[src/rtl/rtc_cal_pkg.sv]
package rtc_cal_pkg;
  localparam int REG_W    = 8;
  localparam int NUM_REGS = 8;
  localparam int SNAP_W   = REG_W * NUM_REGS;

  // Byte order of the register set; the load and snapshot ports depend on it
  localparam int IDX_HUND  = 0;
  localparam int IDX_SEC   = 1;
  localparam int IDX_MIN   = 2;
  localparam int IDX_HOUR  = 3;
  localparam int IDX_DAY   = 4;
  localparam int IDX_DATE  = 5;
  localparam int IDX_MONTH = 6;
  localparam int IDX_YEAR  = 7;

  // Bits that survive a load, one byte per register
  localparam logic [SNAP_W-1:0] LOAD_MASK =
    {8'hFF, 8'h1F, 8'h3F, 8'h37, 8'hBF, 8'h7F, 8'h7F, 8'hFF};

  // Bit positions inside the hours and day registers
  localparam int HOUR_MODE12_BIT = 7;
  localparam int HOUR_PM_BIT     = 5;
  localparam int DAY_HALT_BIT    = 5;
  localparam int DAY_RSTIGN_BIT  = 4;

  localparam logic [SNAP_W-1:0] RESET_SET = 64'h0001_0131_0000_0000;

  typedef struct packed {
    logic loadAll;
    logic incHund;
    logic incSec;
    logic incMin;
    logic incHour;
    logic incDay;
    logic incMonth;
    logic incYear;
  } strobe_t;

  typedef struct packed {
    logic hundMax;
    logic secMax;
    logic minMax;
    logic hourWrap;
    logic dateMax;
    logic monthMax;
    logic halted;
  } status_t;

  function automatic logic [REG_W-1:0] bcdInc(input logic [REG_W-1:0] v);
    logic [REG_W-1:0] r;
    if (v[3:0] >= 4'd9) r = {v[7:4] + 4'd1, 4'd0};
    else                r = {v[7:4], v[3:0] + 4'd1};
    return r;
  endfunction
endpackage

[src/rtl/rtc_cal_ctrl.sv]
module rtc_cal_ctrl
  import rtc_cal_pkg::*;
(
  input  logic    clk,
  input  logic    rstN,
  input  logic    tick,
  input  logic    loadEn,
  input  status_t status,
  output strobe_t stb
);
  logic runTick;

  // Load wins over a same-cycle tick; the halt bit gates ticks
  assign runTick = tick & ~loadEn & ~status.halted;

  always_comb begin
    stb          = '0;
    stb.loadAll  = loadEn;
    stb.incHund  = runTick;
    stb.incSec   = stb.incHund  & status.hundMax;
    stb.incMin   = stb.incSec   & status.secMax;
    stb.incHour  = stb.incMin   & status.minMax;
    stb.incDay   = stb.incHour  & status.hourWrap;
    stb.incMonth = stb.incDay   & status.dateMax;
    stb.incYear  = stb.incMonth & status.monthMax;
  end

  // halted clock issues no advance
  a_r4_halt_blocks: assert property (@(posedge clk) disable iff (!rstN)
    status.halted |-> !stb.incHund);

  // load suppresses every increment strobe
  a_r11_load_priority: assert property (@(posedge clk) disable iff (!rstN)
    loadEn |-> !(stb.incHund || stb.incSec || stb.incDay));
endmodule

[src/rtl/rtc_cal_datapath.sv]
module rtc_cal_datapath
  import rtc_cal_pkg::*;
(
  input  logic              clk,
  input  logic              rstN,
  input  strobe_t           stb,
  input  logic [SNAP_W-1:0] loadData,
  output logic [SNAP_W-1:0] snapshot,
  output status_t           status
);
  logic [REG_W-1:0] hundR, secR, minR, hourR, dayR, dateR, monthR, yearR;
  logic [SNAP_W-1:0] loadMasked;
  logic [REG_W-1:0] ldByte [NUM_REGS];
  logic [REG_W-1:0] monthLast;
  logic             leapYear;
  logic [REG_W-1:0] hour24Inc, hour12Inc, hourNext, dayNext;
  logic             mode12, pmFlag;

  assign loadMasked = loadData & LOAD_MASK;

  for (genvar k = 0; k < NUM_REGS; k++) begin : g_ldSplit
    assign ldByte[k] = loadMasked[k*REG_W +: REG_W];
  end

  assign snapshot = {yearR, monthR, dateR, dayR, hourR, minR, secR, hundR};

  // Divisible by four on a BCD year: even tens need ones 0/4/8, odd tens 2/6
  always_comb begin
    if (yearR[4]) leapYear = (yearR[3:0] == 4'd2) || (yearR[3:0] == 4'd6);
    else          leapYear = (yearR[3:0] == 4'd0) || (yearR[3:0] == 4'd4) ||
                             (yearR[3:0] == 4'd8);
  end

  always_comb begin
    unique case (monthR)
      8'h02:                      monthLast = leapYear ? 8'h29 : 8'h28;
      8'h04, 8'h06, 8'h09, 8'h11: monthLast = 8'h30;
      default:                    monthLast = 8'h31;
    endcase
  end

  assign mode12 = hourR[HOUR_MODE12_BIT];
  assign pmFlag = hourR[HOUR_PM_BIT];

  always_comb begin
    hour24Inc = bcdInc({2'b00, hourR[5:0]});
    hour12Inc = bcdInc({3'b000, hourR[4:0]});
    if (mode12) begin
      if (hourR[4:0] == 5'h12)      hourNext = {1'b1, 1'b0, pmFlag, 5'h01};
      else if (hourR[4:0] == 5'h11) hourNext = {1'b1, 1'b0, ~pmFlag, 5'h12};
      else                          hourNext = {1'b1, 1'b0, pmFlag, hour12Inc[4:0]};
    end else begin
      if (hourR[5:0] == 6'h23)      hourNext = 8'h00;
      else                          hourNext = {2'b00, hour24Inc[5:0]};
    end
  end

  always_comb begin
    dayNext      = dayR;
    dayNext[2:0] = (dayR[2:0] == 3'd7) ? 3'd1 : dayR[2:0] + 3'd1;
  end

  always_comb begin
    status          = '0;
    status.hundMax  = (hundR == 8'h99);
    status.secMax   = (secR == 8'h59);
    status.minMax   = (minR == 8'h59);
    status.hourWrap = mode12 ? (pmFlag && hourR[4:0] == 5'h11) : (hourR[5:0] == 6'h23);
    status.dateMax  = (dateR == monthLast);
    status.monthMax = (monthR == 8'h12);
    status.halted   = dayR[DAY_HALT_BIT];
  end

  always_ff @(posedge clk or negedge rstN) begin
    if (!rstN) begin
      {yearR, monthR, dateR, dayR, hourR, minR, secR, hundR} <= RESET_SET;
    end else if (stb.loadAll) begin
      hundR  <= ldByte[IDX_HUND];
      secR   <= ldByte[IDX_SEC];
      minR   <= ldByte[IDX_MIN];
      hourR  <= ldByte[IDX_HOUR];
      dayR   <= ldByte[IDX_DAY];
      dateR  <= ldByte[IDX_DATE];
      monthR <= ldByte[IDX_MONTH];
      yearR  <= ldByte[IDX_YEAR];
    end else begin
      if (stb.incHund)  hundR  <= status.hundMax  ? 8'h00 : bcdInc(hundR);
      if (stb.incSec)   secR   <= status.secMax   ? 8'h00 : bcdInc(secR);
      if (stb.incMin)   minR   <= status.minMax   ? 8'h00 : bcdInc(minR);
      if (stb.incHour)  hourR  <= hourNext;
      if (stb.incDay) begin
        dayR  <= dayNext;
        dateR <= status.dateMax ? 8'h01 : bcdInc(dateR);
      end
      if (stb.incMonth) monthR <= status.monthMax ? 8'h01 : bcdInc(monthR);
      if (stb.incYear)  yearR  <= (yearR == 8'h99) ? 8'h00 : bcdInc(yearR);
    end
  end

  // no strobe, no change
  a_r3_idle_stable: assert property (@(posedge clk) disable iff (!rstN)
    (stb == '0) |=> $stable(snapshot));

  // hundredths wrap to zero on carry
  a_r2_hund_wrap: assert property (@(posedge clk) disable iff (!rstN)
    (stb.incHund && !stb.loadAll && hundR == 8'h99) |=> hundR == 8'h00);

  // PM flag flips on 11 -> 12 only
  a_r6_pm_toggle: assert property (@(posedge clk) disable iff (!rstN)
    (stb.incHour && !stb.loadAll && mode12 && hourR[4:0] == 5'h11)
      |=> (hourR[HOUR_PM_BIT] != $past(hourR[HOUR_PM_BIT])));

  // weekday never leaves 1..7 once advanced
  a_r9_dow_range: assert property (@(posedge clk) disable iff (!rstN)
    (stb.incDay && !stb.loadAll) |=> (dayR[2:0] != 3'd0));

  // fixed-zero bits stay zero
  a_r12_zero_bits: assert property (@(posedge clk) disable iff (!rstN)
    !secR[7] && !minR[7] && !hourR[6] && !dateR[7] && monthR[7:5] == 3'b000);
endmodule

[src/rtl/rtc_calendar.sv]
module rtc_calendar
  import rtc_cal_pkg::*;
(
  input  logic              clk,
  input  logic              rstN,
  input  logic              tick,
  input  logic              loadEn,
  input  logic [SNAP_W-1:0] loadData,
  output logic [SNAP_W-1:0] snapshot
);
  strobe_t stb;
  status_t status;

  rtc_cal_ctrl u_ctrl (
    .clk    (clk),
    .rstN   (rstN),
    .tick   (tick),
    .loadEn (loadEn),
    .status (status),
    .stb    (stb)
  );

  rtc_cal_datapath u_dp (
    .clk      (clk),
    .rstN     (rstN),
    .stb      (stb),
    .loadData (loadData),
    .snapshot (snapshot),
    .status   (status)
  );

  // loaded hundredths and seconds appear the next cycle
  a_r11_load_visible: assert property (@(posedge clk) disable iff (!rstN)
    loadEn |=> (snapshot[7:0] == $past(loadData[7:0])) &&
               (snapshot[15:8] == ($past(loadData[15:8]) & 8'h7F)));
endmodule

[config.mk]
export PLATFORM = sky130hd
export DESIGN_NAME = rtc_calendar
export DESIGN_NICKNAME = d
export VERILOG_FILES = /design/src/rtl/rtc_cal_pkg.sv /design/src/rtl/rtc_cal_ctrl.sv /design/src/rtl/rtc_cal_datapath.sv /design/src/rtl/rtc_calendar.sv
export SDC_FILE = /design/constraint.sdc
export NUM_CORES = 1
export LEC_CHECK = 0
export ABC_AREA = 1
export BUFFER_PORTS_ARGS = -buffer_cell sky130_fd_sc_hd__buf_2
export CORE_AREA = 2 2 107 109
export CTS_CLUSTER_SIZE = 30
export DETAILED_ROUTE_END_ITERATION = 16
export DIE_AREA = 0 0 109 111
export PLACE_DENSITY = 0.64
export SETUP_SLACK_MARGIN = 0.15
export SLEW_MARGIN = 5
export SYNTH_ARGS = -nofsm -noshare
export SYNTH_HDL_FRONTEND = slang
export SYNTH_HIERARCHICAL = 1
export SYNTH_SLANG_ARGS = --single-unit
[constraint.sdc]
create_clock -name clk -period 3.1 [get_ports clk]
set_input_delay 0.62 -clock clk [delete_from_list [all_inputs] [get_ports clk]]
set_output_delay 0.62 -clock clk [all_outputs]
set_load 0.02 [all_outputs]
-- Word-level counts from Yosys, hierarchy flattened
Index checks and enable logic that the tools add are counted.
- bits in registers: 64
- input port bits: 68
- word-level logic and storage cells: 140
- $add $sub $neg: 16
- order comparisons: 7
- equality and inequality tests: 22
- mux-type cells: 39
- bitwise gates (word level): 11
- reductions and logical operators: 28
- operator list (cell ; count):
    8-bit 2-to-1 mux ; 29
    4-bit by 1-bit adder with 4-bit output (second input constant) ; 13
    4-bit >= comparator (second input constant) ; 7
    6-bit 2-to-1 mux ; 3
    3-bit nonzero test ; 6
    8-bit by 3-bit == test with 1-bit output (second input constant) ; 2
    8-bit by 5-bit == test with 1-bit output (second input constant) ; 2
    8-bit by 7-bit == test with 1-bit output (second input constant) ; 2
    8-bit == test (second input constant) ; 2
    8-bit case mux with 2 select lines ; 1
    2-bit nonzero test ; 7
    2-bit AND reduction ; 6
    5-bit == test (second input constant) ; 2
    1-bit bitwise AND ; 8
    4-bit by 3-bit == test with 1-bit output (second input constant) ; 2
    8-bit by 2-bit == test with 1-bit output (second input constant) ; 1
    8-bit by 4-bit == test with 1-bit output (second input constant) ; 1
    8-bit == test ; 1
    6-bit == test (second input constant) ; 1
    3-bit 2-to-1 mux ; 2
    3-bit inequality test (second input constant) ; 2
    5-bit 2-to-1 mux ; 1
    5-bit inequality test (second input constant) ; 1
    4-bit by 2-bit == test with 1-bit output (second input constant) ; 1
    14 further kinds ; 20

-- Depth between registers and ports, before layout
Gate-level depths: netlist of the first run.
- depth in word-level cells: 11
- gate-level depth with buffers: 23
- gate-level depth less buffers: 23

-- Modules after synthesis
The synthesis of the first run kept the hierarchy.
- modules (own cells, without submodules) (module ; instances ; cells an instance ; area an instance (µm²) ; sequential area each (µm²)):
    rtc_cal_datapath ; 1 ; 531 ; 4147.7 ; 1507.7
    rtc_cal_ctrl ; 1 ; 18 ; 102.6 ; 0.0

-- Worst setup path before layout of the first run
Ideal clock, no wire load.
- path kind: register to register
- from: reg u_dp.monthR[0]
- to: reg u_dp.monthR[6]
- setup time: 77 ps
- arrival: 2497 ps
- path slack: 525 ps
- stages on the path, launching flop included: 24
- period minus slack after synthesis: 2575 ps
- cell sequence: dfstp_2 inv_1 ha_1 inv_1 nand2_1 nand2_1 nand2_1 nand2_1 nand2_1 nand2_1 nand2_1 nand2_1 nand2_1 nand2_2 inv_1 nand4_2 inv_1 nor2_1 inv_1 nand2_2 inv_1 nand2_1 o22ai_1 a21oi_1
- RTL lines (item ; RTL line ; source):
    from (decl) ; rtc_cal_datapath.sv:11 ; logic [REG_W-1:0] hundR, secR, minR, hourR, dayR, dateR, monthR, yearR;
    from (signal assigned) ; rtc_cal_datapath.sv:84 ; monthR <= ldByte[IDX_MONTH];
    from (signal assigned) ; rtc_cal_datapath.sv:95 ; if (stb.incMonth) monthR <= status.monthMax ? 8'h01 : bcdInc(monthR);

==> results of run 1 <==
## cells by family (layout without fill, tap and decap cells)
group / after synthesis / count (layout) / share of synthesized area
simple gates: 224 / 224 / 0.242
other cells: 1 / 4 / 0.000882
buf+inv: 102 / 224 / 0.0980
flops: 60 / 60 / 0.355
compound gates: 108 / 108 / 0.157
fa+ha+maj: 41 / 41 / 0.121
xor+xnor: 13 / 13 / 0.0268
## where the power goes
group | switching, uW | leakage, uW | total (uW) | internal (uW)
Combinational | 606 | 0.00192 | 956 | 350
Sequential | 173 | 0.000718 | 1090 | 916
Clock | 345 | 0.000137 | 928 | 583
## cells in the mapped netlist (3+ instances only)
library cell               instances
sky130_fd_sc_hd__a211oi_1          4
sky130_fd_sc_hd__a21oi_1          25
sky130_fd_sc_hd__a22oi_1          15
sky130_fd_sc_hd__a31oi_1          10
sky130_fd_sc_hd__buf_1             4
sky130_fd_sc_hd__buf_2             3
sky130_fd_sc_hd__buf_4             8
sky130_fd_sc_hd__dfrtp_1          55
sky130_fd_sc_hd__dfstp_2           5
sky130_fd_sc_hd__ha_1             41
sky130_fd_sc_hd__inv_1            82
sky130_fd_sc_hd__inv_2             4
sky130_fd_sc_hd__nand2_1         100
sky130_fd_sc_hd__nand3_1          37
sky130_fd_sc_hd__nand4_1           8
sky130_fd_sc_hd__nor2_1           51
sky130_fd_sc_hd__nor2_2            4
sky130_fd_sc_hd__nor2_4            4
sky130_fd_sc_hd__nor3_1            5
sky130_fd_sc_hd__o211ai_1          4
sky130_fd_sc_hd__o21ai_0          28
sky130_fd_sc_hd__o22ai_1           5
sky130_fd_sc_hd__o31ai_1           4
sky130_fd_sc_hd__or2_2             3
sky130_fd_sc_hd__xor2_1           13
## timing repair
action / 4_1_cts / 5_1_grt
pin swaps: 0 / 2
endpoints found under the setup margin: 1 / 10
setup buffers: 0 / 3
gates resized for setup: 1 / 8
## metrics by stage
step / hold slack [ns] / area [um^2] / total power (uW) / util
3_3_place_gp: 0.451 / 4970 / 2020 / 0.449
4_1_cts: 0.354 / 5250 / 3000 / 0.474
2_1_floorplan: 0.324 / 4260 / 1720 / -
6_report: 0.333 / 5300 / 2970 / 0.479
3_5_place_dp: 0.458 / 4970 / 2050 / 0.449
5_1_grt: 0.391 / 5300 / 3190 / 0.479
## flip-flops by register name, summed over array words and instances, names as in the netlist
name	flops
u_dp/dateR	8
u_dp/hourR	7
u_dp/yearR	8
u_dp/hundR	8
u_dp/minR	8
u_dp/secR	8
u_dp/monthR	8
u_dp/dayR	5
## metal layers
layer  part of all wire  routed length [um]  GRT usage
met1               0.44                4750      0.235
met2               0.49                5270      0.299
met3              0.060                 649     0.0347
met4             0.0085                  91     0.0530
met5                  0                   0          0
## area by class of cell
cell class                      instances  area (um^2)
Fill cell                            1104         5770
Multi-Input combinational cell        390         2370
Clock inverter                          2         10.0
Timing Repair Buffer                  122          651
Tap cell                              143          179
Clock buffer                           14          264
Inverter                               86          323
Sequential cell                        60         1510
## worst min path at each step
stage	end
floorplan	u_dp/dateR[1]
global placement	u_dp/dayR[4]
detailed placement	u_dp/dayR[4]
CTS	u_dp/hourR[3]
global route	u_dp/hourR[3]
finish	u_dp/hourR[3]
## cell usage in the layout, fill, tap and decap left out, types with 6 or more instances in the layout
| master | Yosys | routed |
|---|---|---|
| sky130_fd_sc_hd__a31oi_1 | 10 | 10 |
| sky130_fd_sc_hd__xor2_1 | 13 | 13 |
| sky130_fd_sc_hd__nand3_1 | 37 | 37 |
| sky130_fd_sc_hd__nor2_1 | 51 | 50 |
| sky130_fd_sc_hd__a22oi_1 | 15 | 15 |
| sky130_fd_sc_hd__inv_1 | 82 | 80 |
| sky130_fd_sc_hd__nand4_1 | 8 | 8 |
| sky130_fd_sc_hd__buf_2 | 3 | 116 |
| sky130_fd_sc_hd__a21oi_1 | 25 | 25 |
| sky130_fd_sc_hd__o21ai_0 | 28 | 28 |
| sky130_fd_sc_hd__dfrtp_1 | 55 | 55 |
| sky130_fd_sc_hd__nand2_1 | 100 | 99 |
| sky130_fd_sc_hd__clkbuf_16 | 0 | 9 |
| sky130_fd_sc_hd__ha_1 | 41 | 41 |
| sky130_fd_sc_hd__inv_2 | 4 | 6 |
## critical path: cells and delay by family, from the launching register on
kind | cells | cell delay, ns
and+or+nand+nor | 13 | 1.01
DFF | 1 | 0.57
buffers and inverters | 5 | 0.41
AOI/OAI and AO/OA | 3 | 0.26
adders and majority gates | 1 | 0.23
==> impl_table.tex, run 1 <==
\begin{tabular}{lr}
\hline
Metric & Value \\
\hline
\multicolumn{2}{l}{\textbf{Clock tree}} \\
\quad Number of buffers created by CTS & 9 \\
\quad Num Clock Sinks & 60 \\
\quad Clock slew at the register clock pins of the worst setup and hold paths & 0.06 ns \\
\quad Clk\_lat worst skew & 0.32 ns \\
\quad Deepest clock path buffer count & 2 \\
\quad Number of H-tree levels & 3 \\
\quad TritonCTS clock tree & built \\
\quad Clock Root Buffer & sky130\_fd\_sc\_hd\_\_clkbuf\_16 \\
\quad Post-CTS Hold Fix Bufs & 0 \\
\multicolumn{2}{l}{\textbf{Route}} \\
\quad Routed via count & 4111 \\
\quad Final routed DRC violation total & 0 \\
\quad Final antenna-violating net count & 0 \\
\quad Total Wirelength & 10800 um \\
\quad Via-per-instance ratio & 5.03 \\
\quad DRT iter0 DRCs & 198 \\
\quad Average wire length per cell after detail routing & 13.2 um \\
\quad First drt pass iteration count & 4 \\
\multicolumn{2}{l}{\textbf{Die}} \\
\quad Initial Util & 0.384 \\
\quad Cell Rows & 39 \\
\quad Overall die area & 12100 um\^{}2 \\
\quad Boundary pin count & 132 \\
\quad Overall die width & 109 um \\
\quad Placeable core region & 11100 um\^{}2 \\
\quad Floorplan die height & 111 um \\
\multicolumn{2}{l}{\textbf{Synth}} \\
\quad Area share of the leading cell type in the synthesized netlist & 0.324 \\
\quad Number of synthesized flops with an enable pin & 0 \\
\quad Cell types occupying the most area after synthesis & sky130\_fd\_sc\_hd\_\_dfrtp\_1 (32\%), sky130\_fd\_sc\_hd\_\_ha\_1 (12\%), sky130\_fd\_sc\_hd\_\_nand2\_1 (8.8\%), sky130\_fd\_sc\_hd\_\_inv\_1 (7.2\%), sky130\_fd\_sc\_hd\_\_nor2\_1 (4.5\%) \\
\quad Synth async-reset ratio & 1.00 \\
\quad Ys Warns & 6 \\
\quad Synthesized area per cell & 7.74 um\^{}2 \\
\quad Flip-flop and latch count after synthesis & 60 \\
\quad Netlist area before placement & 4250 um\^{}2 \\
\quad Synth unique cells & 44 \\
\quad Most common flop cell mapped by yosys & sky130\_fd\_sc\_hd\_\_dfrtp\_1 \\
\quad Synthesized instance count & 549 \\
\quad Sequential element share of the synthesized area & 0.355 \\
\quad Cell type with the highest aggregate area in the netlist & sky130\_fd\_sc\_hd\_\_dfrtp\_1 \\
\multicolumn{2}{l}{\textbf{STA}} \\
\quad Total negative slack for setup checks & 0 ns \\
\quad Final-report max-slew violation count & 0 \\
\quad Max Clock Skew & 0.00911 ns \\
\quad Period utilization & 0.843 \\
\quad Setup-failing EPs final & 0 \\
\quad Count of final hold-check violations & 0 \\
\quad Worst slew margin relative to its limit & 0.546 \\
\quad RSZ-0062 raised after global routing & false \\
\quad Post-layout min period & 2.61 ns \\
\quad Slew at the pin with the worst max-slew slack & 0.682 ns \\
\quad Post-layout worst setup margin & 0.488 ns \\
\quad Max frequency & 0.383 GHz \\
\multicolumn{2}{l}{\textbf{Run status}} \\
\quad Outcome & finished, final reports clean \\
\multicolumn{2}{l}{\textbf{Place}} \\
\quad Worst-case setup slack after placement & 0.152 ns \\
\quad Routability Congestion & 0.812 \\
\quad Number of buffers inserted by port buffering & 116 \\
\quad Post-detailed-placement half-perimeter wirelength & 7940 um \\
\quad Instance count after placement with tap cells included & 798 \\
\multicolumn{2}{l}{\textbf{Worst setup path}} \\
\quad Critical path type & reg2reg \\
\quad Kind of start point of the critical path & flop \\
\quad Most used cell along the critical path & sky130\_fd\_sc\_hd\_\_nand2\_1 \\
\quad Worst Reg-to-Reg Cells & 22 \\
\quad Type of element capturing the critical path & flop \\
\quad Worst r2r dst & u\_dp/yearR[6] \\
\quad Data required, critical path & 3.29 ns \\
\quad Worst reg2reg setup slack & 0.49 ns \\
\quad Critical path peak fanout & 8 \\
\quad Worst-path cell chain & inv\_1 -> ha\_1 -> inv\_1 -> nand2\_1 -> nand2\_1 -> nand2\_1 -> nand2\_2 -> nand2\_1 -> nand2\_1 -> nand3\_1 -> nand2\_1 -> nand2\_2 -> inv\_1 -> nand4\_2 -> nor2\_2 -> nor2\_1 -> inv\_2 -> o21ai\_4 -> inv\_1 -> o21ai\_0 -> nand2\_1 -> o21ai\_0 \\
\quad Source of the critical timing path & u\_dp/monthR[0] \\
\quad CP endpoint & u\_dp/yearR[6] \\
\quad Data arrival time of the critical path & 2.80 ns \\
\quad Worst-path cell with the longest stage delay & sky130\_fd\_sc\_hd\_\_dfstp\_2 \\
\quad Slowest stage delay, CP & 0.57 ns \\
\quad Reg-to-reg startpoint & u\_dp/monthR[0] \\
\multicolumn{2}{l}{\textbf{Hold path}} \\
\quad Classification of the worst-slack hold path & in2async \\
\multicolumn{2}{l}{\textbf{GRT}} \\
\quad Vias in the first global route & 3922 \\
\quad Pin count of the biggest net entering global routing & 76 \\
\quad Antenna violations before repair & 0 \\
\quad Total overflow reported by the global router & 0 \\
\quad Wire length of the first global-routing pass & 17800 um \\
\quad All-layer global routing usage & 0.180 \\
\multicolumn{2}{l}{\textbf{Power}} \\
\quad Power density normalized to cell area & 561 nW/um\^{}2 \\
\quad Worst-case vdd ir drop & 0.231 mV \\
\quad Leakage Power & 0.00277 uW \\
\multicolumn{2}{l}{\textbf{Run}} \\
\quad Max-Cap Viols & 0 \\
\multicolumn{2}{l}{\textbf{Layout}} \\
\quad Growth of design area from synthesis to finish & 24.8\% \\
\quad Final instance count without filler cells & 817 \\
\quad Nets & 778 \\
\quad Share of cells above drive strength 1 & 0.252 \\
\quad Final antenna diode count & 0 \\
\hline
\end{tabular}
Note: power is estimated with default switching activity, not from simulation.
==> inputs of run 2 (changes only) <==
clock period = 2.47 ns   (was 3.1 ns; I/O delays follow)
==> run 2 against run 1 <==
Net effect: register-to-register slack got worse by 0.42 ns; clock skew fell by 0.0049 ns; die area did not move; sequential share of layout area fell by 2.3 points; power rose by 32%; core utilization rose by 4.3 points; wire length rose by 7.5%; largest cell class unchanged; largest power group is now combinational logic.
==> impl_table.tex, run 2 (synthesis results as in run 1) <==
\begin{tabular}{lr}
\hline
Metric & Value \\
\hline
\multicolumn{2}{l}{\textbf{Die}} \\
\quad Overall die area & 12100 um\^{}2 \\
\quad Initial Util & 0.384 \\
\quad Placeable core region & 11100 um\^{}2 \\
\quad Cell Rows & 39 \\
\quad Overall die width & 109 um \\
\quad Floorplan die height & 111 um \\
\quad Boundary pin count & 132 \\
\multicolumn{2}{l}{\textbf{GRT}} \\
\quad All-layer global routing usage & 0.196 \\
\quad Antenna violations before repair & 1 \\
\quad Total overflow reported by the global router & 0 \\
\quad Wire length of the first global-routing pass & 18900 um \\
\quad Vias in the first global route & 4152 \\
\quad Pin count of the biggest net entering global routing & 76 \\
\multicolumn{2}{l}{\textbf{Layout}} \\
\quad Final instance count without filler cells & 845 \\
\quad Final antenna diode count & 0 \\
\quad Most frequent cells in the layout & sky130\_fd\_sc\_hd\_\_buf\_2 (116), sky130\_fd\_sc\_hd\_\_nand2\_1 (86), sky130\_fd\_sc\_hd\_\_inv\_1 (70) \\
\quad Nets & 806 \\
\quad Share of cells above drive strength 1 & 0.349 \\
\quad Most common library cell in the layout ignoring fill and taps & sky130\_fd\_sc\_hd\_\_buf\_2 \\
\quad Growth of design area from synthesis to finish & 35.9\% \\
\quad Fill cell instance count of the final layout & 1071 \\
\multicolumn{2}{l}{\textbf{Worst setup path}} \\
\quad Data arrival time of the critical path & 2.61 ns \\
\quad Slowest stage delay, CP & 0.59 ns \\
\quad Type of element capturing the critical path & flop \\
\quad Source of the critical timing path & u\_dp/monthR[0] \\
\quad Worst-path cell with the longest stage delay & sky130\_fd\_sc\_hd\_\_dfstp\_2 \\
\quad Worst-path cell chain & ha\_4 -> inv\_1 -> nor3\_2 -> nand2\_2 -> nand4\_1 -> nand2\_1 -> nor2\_4 -> nand2\_2 -> inv\_2 -> nand4\_4 -> inv\_2 -> nor2\_4 -> inv\_4 -> nand2\_4 -> buf\_12 -> a21oi\_1 -> a22oi\_1 \\
\quad Cell class contributing the biggest share of worst-path delay & simple AND/OR/NAND/NOR gates \\
\quad Kind of start point of the critical path & flop \\
\quad Reg-to-reg startpoint & u\_dp/monthR[0] \\
\quad Critical path peak fanout & 4 \\
\quad Data required, critical path & 2.68 ns \\
\quad Critical path type & reg2reg \\
\quad Combined buffer and inverter count along the critical path & 5 \\
\quad Number of gates on the worst path with buffers counted & 17 \\
\quad Worst Reg-to-Reg Cells & 17 \\
\multicolumn{2}{l}{\textbf{Power}} \\
\quad Worst-case vdd ir drop & 0.302 mV \\
\quad Leakage Power & 0.00296 uW \\
\quad Power density normalized to cell area & 680 nW/um\^{}2 \\
\multicolumn{2}{l}{\textbf{Clock tree}} \\
\quad Num Clock Sinks & 60 \\
\quad TritonCTS clock tree & built \\
\quad Number of buffers created by CTS & 9 \\
\quad Deepest clock path buffer count & 2 \\
\quad Clock Root Buffer & sky130\_fd\_sc\_hd\_\_clkbuf\_16 \\
\quad Clk\_lat worst skew & 0.33 ns \\
\quad Number of H-tree levels & 3 \\
\quad Clock slew at the register clock pins of the worst setup and hold paths & 0.05 ns \\
\quad Post-CTS Hold Fix Bufs & 0 \\
\multicolumn{2}{l}{\textbf{Route}} \\
\quad Final routed DRC violation total & 0 \\
\quad DRT iter0 DRCs & 166 \\
\quad Average wire length per cell after detail routing & 13.7 um \\
\quad Final antenna-violating net count & 0 \\
\quad Routed via count & 4252 \\
\quad Total Wirelength & 11600 um \\
\quad Via-per-instance ratio & 5.03 \\
\quad First drt pass iteration count & 4 \\
\multicolumn{2}{l}{\textbf{STA}} \\
\quad Max frequency & 0.416 GHz \\
\quad Period utilization & 0.973 \\
\quad Post-layout worst setup margin & 0.0673 ns \\
\quad RSZ-0062 raised after global routing & true \\
\quad Final-report max-slew violation count & 0 \\
\quad Max Clock Skew & 0.00421 ns \\
\quad Post-layout min period & 2.40 ns \\
\quad Count of final hold-check violations & 0 \\
\quad Total negative slack for setup checks & 0 ns \\
\quad Setup-failing EPs final & 0 \\
\multicolumn{2}{l}{\textbf{Run status}} \\
\quad Outcome & finished, final reports clean \\
\multicolumn{2}{l}{\textbf{Place}} \\
\quad Worst-case setup slack after placement & -0.0124 ns \\
\quad Number of buffers inserted by port buffering & 116 \\
\quad Routability Congestion & 0.837 \\
\quad Post-detailed-placement half-perimeter wirelength & 8290 um \\
\quad Instance count after placement with tap cells included & 813 \\
\multicolumn{2}{l}{\textbf{Hold path}} \\
\quad Classification of the worst-slack hold path & in2async \\
\multicolumn{2}{l}{\textbf{Run}} \\
\quad Max-Cap Viols & 0 \\
\hline
\end{tabular}
-- run 2: changes by cell type in the layout (fill, tap and decap cells not counted), sizes merged --
cell,delta
buf,+28
clkbuf,+1
clkinv,-1
-- run 2: metrics by stage --
stage	power (uW)	instance area [um^2]	util	hold slack, ns
floorplan	2180	4330	-	0.198
global placement	2590	5150	0.465	0.451
detailed placement	2630	5150	0.465	0.462
CTS	3880	5520	0.499	0.137
global route	4200	5780	0.521	0.152
finish	3930	5780	0.521	0.128
-- run 2: area by class of cell --
class,instances,area [um^2],area share
clock buffer,15,278,0.0481
clock inverter,1,5.00,0.000867
multi-input combinational,390,2590,0.448
inverter,86,333,0.0576
tap,143,179,0.0310
sequential,60,1510,0.261
timing repair buffer,150,883,0.153
-- run 2: path summary, 6_finish.rpt --
kind,end,slack [ns]
min reg2reg,u_dp/dayR[4],0.47
min,u_dp/secR[7],0.13
max reg2reg,u_dp/monthR[4],0.07
min in group clk,u_dp/dayR[4],0.36
max,u_dp/monthR[4],0.07
max in group asynchronous,u_dp/dateR[0],1.58
-- run 2: power by group --
group	switching (uW)	total, uW	internal [uW]
sequential	200	1350	1150
combinational	854	1390	533
clock	429	1190	760
total	1480	3930	2440
-- run 2: what timing repair did --
action | 4_1_cts | 5_1_grt
pin swaps | 16 | 20
resized for setup | 15 | 51
setup buffers | 7 | 9
endpoints found under the setup margin | 14 | 29
-- run 2: routing by layer --
metal  share of wire  global-route usage  vias up
li1                -                   -     2105
met1            0.42               0.241     2008
met2            0.50               0.328      120
met3           0.067              0.0547       17
met4           0.012              0.0632        2
met5          0.0014                   0        -
